**config.mk**
```make
export PLATFORM = sky130hd
export DESIGN_NAME = sdram_cfg_reg
export DESIGN_NICKNAME = d
export VERILOG_FILES = /design/src/rtl/sdram_cfg_pkg.sv /design/src/rtl/sdram_cfg_rst_sync.sv /design/src/rtl/sdram_cfg_wr_ctl.sv /design/src/rtl/sdram_cfg_decode.sv /design/src/rtl/sdram_cfg_reg.sv
export SDC_FILE = /design/constraint.sdc
export NUM_CORES = 1
export LEC_CHECK = 0
export ABC_AREA = 1
export BUFFER_PORTS_ARGS = -buffer_cell sky130_fd_sc_hd__buf_2
export CAP_MARGIN = 10
export CORE_ASPECT_RATIO = 0.75
export CORE_UTILIZATION = 42
export DETAILED_ROUTE_END_ITERATION = 8
export PLACE_DENSITY = 0.88
export SYNTH_ARGS = -nofsm -noshare
export SYNTH_HDL_FRONTEND = slang
export SYNTH_HIERARCHICAL = 1
export SYNTH_SLANG_ARGS = --single-unit
```
**constraint.sdc**
```tcl
create_clock -name clk -period 1.1 [get_ports clk]
set_clock_uncertainty 0.05 [all_clocks]
set_input_delay 0.11 -clock clk [delete_from_list [all_inputs] [get_ports clk]]
set_output_delay 0.11 -clock clk [all_outputs]
set_load 0.01 [all_outputs]
```
**src/rtl/sdram_cfg_pkg.sv**
```systemverilog
package sdram_cfg_pkg;
  localparam int CFG_W   = 32;
  localparam int BE_W    = CFG_W / 8;
  localparam int COL_MIN = 8;

  localparam int B_BOOT  = 23;
  localparam int B_EN    = 16;
  localparam int B_TIM   = 15;
  localparam int B_W16   = 14;
  localparam int B_CL    = 9;
  localparam int B_BANK  = 4;
  localparam int B_CS    = 3;
  localparam int B_PAGE  = 0;

  typedef struct packed {
    logic       boot_unlk;
    logic       en;
    logic       tim_unlk;
    logic       w16;
    logic [2:0] cl;
    logic [2:0] bank;
    logic [2:0] page;
  } cfg_t;

  localparam cfg_t CFG_RST = '{boot_unlk: 1'b0, en: 1'b1, tim_unlk: 1'b0,
                               w16: 1'b0, cl: 3'd3, bank: 3'd2, page: 3'd1};

  function automatic logic cl_ok(input logic [2:0] c);
    return (c == 3'd2) || (c == 3'd3);
  endfunction

  function automatic logic bank_ok(input logic [2:0] c);
    return c < 3'd3;
  endfunction

  function automatic logic page_ok(input logic [2:0] c);
    return c < 3'd4;
  endfunction

  function automatic logic [CFG_W-1:0] pack(input cfg_t c);
    logic [CFG_W-1:0] v;
    v = '0;
    v[B_BOOT]        = c.boot_unlk;
    v[B_EN]          = c.en;
    v[B_TIM]         = c.tim_unlk;
    v[B_W16]         = c.w16;
    v[B_CL+:3]       = c.cl;
    v[B_BANK+:3]     = c.bank;
    v[B_PAGE+:3]     = c.page;
    return v;
  endfunction
endpackage

```
**src/rtl/sdram_cfg_rst_sync.sv**
```systemverilog
module sdram_cfg_rst_sync #(
  parameter int STAGES = 2
) (
  input  logic clk,
  input  logic rst_n,
  output logic rst_sync_n
);
  logic [STAGES-1:0] sh_q;

  always_ff @(posedge clk or negedge rst_n) begin
    if (!rst_n) sh_q <= '0;
    else        sh_q <= {sh_q[STAGES-2:0], 1'b1};
  end

  assign rst_sync_n = sh_q[STAGES-1];
endmodule

```
**src/rtl/sdram_cfg_wr_ctl.sv**
```systemverilog
module sdram_cfg_wr_ctl
  import sdram_cfg_pkg::*;
(
  input  cfg_t             cur,
  input  logic             wr_en,
  input  logic [CFG_W-1:0] wr_data,
  input  logic [BE_W-1:0]  wr_be,
  input  logic             self_refresh,
  output cfg_t             nxt,
  output logic             init_req,
  output logic             rsvd_hit,
  output logic             sr_block
);
  always_comb begin
    nxt      = cur;
    init_req = 1'b0;
    rsvd_hit = 1'b0;
    sr_block = 1'b0;
    if (wr_en) begin
      if (wr_be[0]) begin
        if (page_ok(wr_data[B_PAGE+:3])) begin
          nxt.page = wr_data[B_PAGE+:3];
          init_req = 1'b1;
        end else begin
          rsvd_hit = 1'b1;
        end
        if (bank_ok(wr_data[B_BANK+:3])) begin
          nxt.bank = wr_data[B_BANK+:3];
          init_req = 1'b1;
        end else begin
          rsvd_hit = 1'b1;
        end
        if (!wr_data[B_CS]) init_req = 1'b1;
        else                rsvd_hit = 1'b1;
      end
      if (wr_be[1]) begin
        nxt.w16      = wr_data[B_W16];
        nxt.tim_unlk = wr_data[B_TIM];
        init_req     = 1'b1;
        if (cur.tim_unlk) begin
          if (cl_ok(wr_data[B_CL+:3])) nxt.cl = wr_data[B_CL+:3];
          else                         rsvd_hit = 1'b1;
        end
      end
      if (wr_be[2]) begin
        nxt.boot_unlk = wr_data[B_BOOT];
        if (cur.boot_unlk) begin
          if (!wr_data[B_EN] && cur.en && self_refresh) sr_block = 1'b1;
          else                                          nxt.en = wr_data[B_EN];
        end
      end
    end
  end
endmodule

```
**src/rtl/sdram_cfg_decode.sv**
```systemverilog
module sdram_cfg_decode
  import sdram_cfg_pkg::*;
(
  input  cfg_t       cfg,
  output logic       bus16,
  output logic [2:0] cas_lat,
  output logic [2:0] bank_cnt,
  output logic [3:0] col_bits
);
  assign bus16    = cfg.w16;
  assign cas_lat  = cfg.cl;
  assign bank_cnt = 3'(3'd1 << cfg.bank[1:0]);
  assign col_bits = 4'(COL_MIN) + {1'b0, cfg.page};
endmodule

```
**src/rtl/sdram_cfg_reg.sv**
```systemverilog
module sdram_cfg_reg
  import sdram_cfg_pkg::*;
(
  input  logic             clk,
  input  logic             rst_n,
  input  logic             wr_en,
  input  logic [CFG_W-1:0] wr_data,
  input  logic [BE_W-1:0]  wr_be,
  input  logic             self_refresh,
  output logic [CFG_W-1:0] rd_data,
  output logic             init_start,
  output logic             tim_wr_en,
  output logic             init_en,
  output logic             refresh_en,
  output logic             bus16,
  output logic [2:0]       cas_lat,
  output logic [2:0]       bank_cnt,
  output logic [3:0]       col_bits,
  output logic             err_rsvd,
  output logic             err_sr
);
  logic rst_sync_n;
  cfg_t cfg_q, cfg_d;
  logic init_req, rsvd_hit, sr_block;

  sdram_cfg_rst_sync #(.STAGES(2)) u_rst (
    .clk(clk), .rst_n(rst_n), .rst_sync_n(rst_sync_n)
  );

  sdram_cfg_wr_ctl u_wr (
    .cur(cfg_q), .wr_en(wr_en), .wr_data(wr_data), .wr_be(wr_be),
    .self_refresh(self_refresh), .nxt(cfg_d), .init_req(init_req),
    .rsvd_hit(rsvd_hit), .sr_block(sr_block)
  );

  always_ff @(posedge clk or negedge rst_sync_n) begin
    if (!rst_sync_n) begin
      cfg_q      <= CFG_RST;
      init_start <= 1'b0;
      err_rsvd   <= 1'b0;
      err_sr     <= 1'b0;
    end else begin
      if (wr_en) cfg_q <= cfg_d;
      init_start <= init_req;
      if (rsvd_hit) err_rsvd <= 1'b1;
      if (sr_block) err_sr   <= 1'b1;
    end
  end

  sdram_cfg_decode u_dec (
    .cfg(cfg_q), .bus16(bus16), .cas_lat(cas_lat),
    .bank_cnt(bank_cnt), .col_bits(col_bits)
  );

  assign rd_data    = pack(cfg_q);
  assign tim_wr_en  = cfg_q.tim_unlk;
  assign init_en    = cfg_q.en;
  assign refresh_en = cfg_q.en;
endmodule

```
==> After elaboration in Yosys (flattened, before gate mapping) <==
Cells that the tools add are included.
{ "totals": {"ff_bits": 18, "input_bits": 40, "out_inout_bits": 49, "wordCells": 46} }
{ "op_classes": {"add_sub_neg": 1, "order_cmp": 2, "eq_ne": 2, "shift": 1, "n_mux": 18, "n_bitwise": 1, "n_reduce_logical": 10} }
{ "ops": {"columns": ["operator", "count"], "rows": [
  ["1-bit 2-to-1 mux", 18],
  ["4-bit AND reduction", 2],
  ["3-bit by 2-bit == test with 1-bit output, second input constant", 2],
  ["3-bit AND reduction", 2],
  ["4-bit by 3-bit adder with 4-bit output, first input constant", 1],
  ["2-bit AND reduction", 2],
  ["3-bit by 2-bit < comparator with 1-bit output, second input constant", 1],
  ["3-bit < comparator, second input constant", 1],
  ["1-bit by 2-bit << shifter with 3-bit output, first input constant", 1],
  ["1-bit logical AND", 2],
  ["1-bit zero test", 1],
  ["1-bit logical OR", 1],
  ["1-bit inverter", 1]
]} }

==> Logic depth before layout (Yosys ltp) <==
{ "depth": {"word_depth": 9, "mapped_depth": 7, "depth_no_buf": 7} }

==> Hierarchy <==
Netlist, hierarchy kept.
{ "modules_own_cells": {"columns": ["module", "instances", "cells_per_inst", "area_each_um2", "seq_area_each_um2"], "rows": [
  ["sdram_cfg_reg", 1, 83, 757.0, 406.6],
  ["sdram_cfg_wr_ctl", 1, 56, 264.0, 0.0],
  ["sdram_cfg_decode", 1, 14, 82.6, 0.0],
  ["sdram_cfg_rst_sync", 1, 3, 53.8, 50.0]
]} }

==> Worst setup path before layout <==
Ideal clock, no wire load.
{ "synth_timing": {"kind": "register -> register", "startpoint": "register cfg_q (netlist bit tim_wr_en)", "endpoint": "register cfg_q (netlist bit rd_data[11])", "setup_time_ns": 0.117, "arrival_time_ns": 0.852, "required_ns": 0.933, "setup_slack_ns": 0.081, "path_stages_with_launch": 5, "path_buffers": 0, "period_less_slack_ns": 1.019, "cell_sequence": "dfrtp_1 nand3_1 o21a_1 nand2_1 nand2_1"} }
{ "synth_via": {"elab_chain_len": 1} }
{ "synth_rtl": {"columns": ["item", "line", "text"], "rows": [
  ["from (decl)", "sdram_cfg_reg.sv:23", "cfg_t cfg_q, cfg_d;"],
  ["from (signal assigned)", "sdram_cfg_reg.sv:43", "if (wr_en) cfg_q <= cfg_d;"],
  ["4-bit AND reduction (no source line)", null, null]
]} }
Every way passes these cells.
A chain may end at the register's enable or synchronous reset.

==> Final worst setup path <==
{ "layout_timing": {"startpoint": "register cfg_q (netlist bit rd_data[5])", "endpoint": "output bank_cnt[2]"} }
{ "layout_via": {"elab_chain_len": 1} }
{ "layout_rtl": {"columns": ["item", "line", "text"], "rows": [
  ["1-bit by 2-bit << shifter with 3-bit output", "sdram_cfg_decode.sv:12", "assign bank_cnt = 3'(3'd1 << cfg.bank[1:0]);"],
  ["to (decl)", "sdram_cfg_reg.sv:17", "output logic [2:0] bank_cnt,"]
]} }
Every way passes these cells.

==> results.ini <==
[logic_synthesis]
synthAdderAreaFrac = 0
synth_xor_area_frac = 0
synth_compound_area_frac = 0.0368
synth_cell_types = 20
syn_area_per_cell_um2 = 7.42
synth_top_family_by_area = simple AND/OR/NAND/NOR gates
synth-seq-area-share = 0.395
syn_inst = 156
synth.area.mux_share = 0
yosysWarningCount = 6
yosys.area_share.simple = 0.319
synth-seq-cells = 18
syn_area_mm2 = 0.00116

[timing]
hold_viol = 0
holdWs_ns = 0.0469
fin_ws_ns = -0.163
setup_viol = 15
fin_crit_ns = 1.26
rsz0062_at_grt = true
finalCritPeriodShare = 1.15
drv_slew = 0
timing.fmax_mhz = 792

[route]
drc = 0
routed_wl_um = 2340
drt_iter0_markers = 40
routed_via_density = 4.19
post_drt_wl_per_cell_um = 9.60
via_count = 1022
drt-pass1-iter-count = 4
antenna_left = 0

[worst_setup_path]
crit_required_ns = 0.94
cp_max_fo = 5
slowest_delay_ns = 0.57
cp_top_family = flip-flops
crit_slowest_cell = dfstp_2
path_cells = inv_1 -> nor2_1 -> buf_2
critPathBufInv = 2
arrival_ns = 1.10
worst_setup_path_start_kind = flop
cp-end-kind = output port
critPathKind = flop to output port

[global_route]
track_usage = 0.170
antenna_found_initial = 0
grt_start_max_net_pins = 17
grt_pass1_wl_um = 3830
grt-ovfl-total = 0
grt_pass1_vias = 886

[die]
rows = 16
boundaryPins = 89
dieArea_mm2 = 0.00297
coreArea_mm2 = 0.00260
initial_core_util = 0.445
fp.dieH_um = 47.5
die_w_um = 62.6

[cells_and_area]
final_util = 0.580
nNetsFinal = 249
area_growth_pct = 30.5
fin_area_mm2 = 0.00151
drive_gt1_frac = 0.399
num_antenna_cells = 0
nFillCells = 254

[pwr]
p_int_mw = 1.34
pwr-share-comb = 0.363
leakage_nw = 0.882
p_switching_mw = 0.640
ir_worst_vdd_v = 0.000879
power_density_mw_per_mm2 = 1310
seq_power_share = 0.433
switching_share = 0.323
p_clk_frac = 0.204

[job]
maxCapViolations = 0

[clocking]
cts_num_sinks = 18
cts_tree = built
clk_path_buf_depth = 2
cts_buffers = 3
clk_latency_ns = 0.29
ctsRootBufferMaster = clkbuf_4
htree_levels = 1
clk_pin_slew_worst_paths_ns = 0.10

[worst_hold_path]
hold_path_class = primary input to flop

[place]
port_buffers = 49
place_area_mm2 = 0.00132
hpwl_um = 1760
place_congestion = 0.777

[outcome]
outcome = complete, but fails checks
violations = negative setup slack

[sequential cells by signal (all words and copies together), names as in the netlist]
register / cells
err_rsvd: 1
err_sr: 1
init_en: 1
init_start: 1
rd_data: 11
tim_wr_en: 1
u_rst/sh_q: 2
[metrics by stage]
stage / setup TNS (ns) / power [mW] / setup slack [ns] / cells
after floorplan: 0 / 1.28 / 0.0812 / 174
after global placement: 0 / 1.39 / 0.0759 / 233
after detailed placement: 0 / 1.40 / 0.0470 / 233
after CTS: -1.02 / 1.95 / -0.174 / 241
after global routing: -1.65 / 2.13 / -0.232 / 244
final: -0.807 / 1.98 / -0.163 / 244
[tightest hold or removal path, stage by stage]
cell and delay, ns:
buf_2 0.09, nand2_1 0.05, nand2_1 0.04, nand2_1 0.05
nand2_1 0.05
[placed cells by master (no fill, tap or decap), drive strengths merged]
| master | n |
|---|---|
| o21ai | 3 |
| o21a | 2 |
| clkbuf | 4 |
| nand2 | 67 |
| conb | 21 |
| dfrtp | 13 |
| o21bai | 1 |
| a21oi | 1 |
| nor3 | 1 |
| inv | 9 |
| dfstp | 5 |
| buf | 61 |
| nand4 | 2 |
| nand3 | 9 |
| dlygate4sd3 | 1 |
| and2 | 1 |
| nor2 | 5 |
| or2 | 2 |
[power by group through the flow]
stage	sequential, mW	combinational (mW)	clock (mW)
2_1_floorplan	0.900	0.379	0
3_3_place_gp	0.859	0.529	0
3_5_place_dp	0.862	0.542	0
4_1_cts	0.856	0.668	0.422
5_1_grt	0.873	0.802	0.457
6_report	0.859	0.720	0.404
[timing repair]
action | in CTS | in global routing
pin swaps | 0 | 3
buffers inserted | 4 | 3
hold endpoints to repair | 2 | 0
resized for setup | 11 | 10
hold buffers | 1 | 0
setup endpoints to repair | 14 | 25
[worst paths after layout]
check                              start            end  slack [ns]  cells past startpoint
max                           rd_data[5]    bank_cnt[2]       -0.16                      3
min                           wr_data[9]     rd_data[9]        0.05                      5
max reg2reg                      init_en         err_sr       -0.03                      4
min reg2reg                u_rst/sh_q[1]     rd_data[2]        0.13                      1
max in group asynchronous  u_rst/sh_q[1]        init_en        0.62                      1
min in group asynchronous          rst_n  u_rst/sh_q[1]        0.07                      2
[routing by layer]
metal / vias to the layer above / track usage / part of all wire
li1: 531 / - / -
met1: 458 / 0.217 / 0.45
met2: 33 / 0.287 / 0.49
met3: 0 / 0.0643 / 0.060
met4: 0 / 0.0279 / 0
met5: - / 0 / 0
[cell usage after synthesis]
library cell,n,area [um2]
nand2_1,66,248
buf_4,31,233
dfrtp_1,13,325
nand3_1,8,40.0
inv_1,7,26.3
dfstp_2,5,131
nor2_1,5,18.8
conb_1,3,11.3
o21ai_0,3,15.0
inv_2,2,7.51
nand4_1,2,12.5
o21a_1,2,15.0
or2_2,2,12.5
a21oi_1,1,5.00
and2_4,1,8.76
buf_6,1,11.3
nand2_2,1,6.26
nand3_4,1,17.5
nor3_1,1,5.00
o21bai_1,1,7.51
[logic make-up after synthesis]
kind of cell    Yosys count
simple gates             87
buf+inv                  41
flops                    18
compound gates            7
other cells               3
[cell type report]
type	count	area, um2	share of cell area
multi-input combinational	115	519	0.344
sequential	18	458	0.303
timing repair buffer	62	418	0.277
tap	36	45.0	0.0298
clock buffer	4	36.3	0.0240
inverter	9	33.8	0.0224
Note: power is estimated with default switching activity, not from simulation.
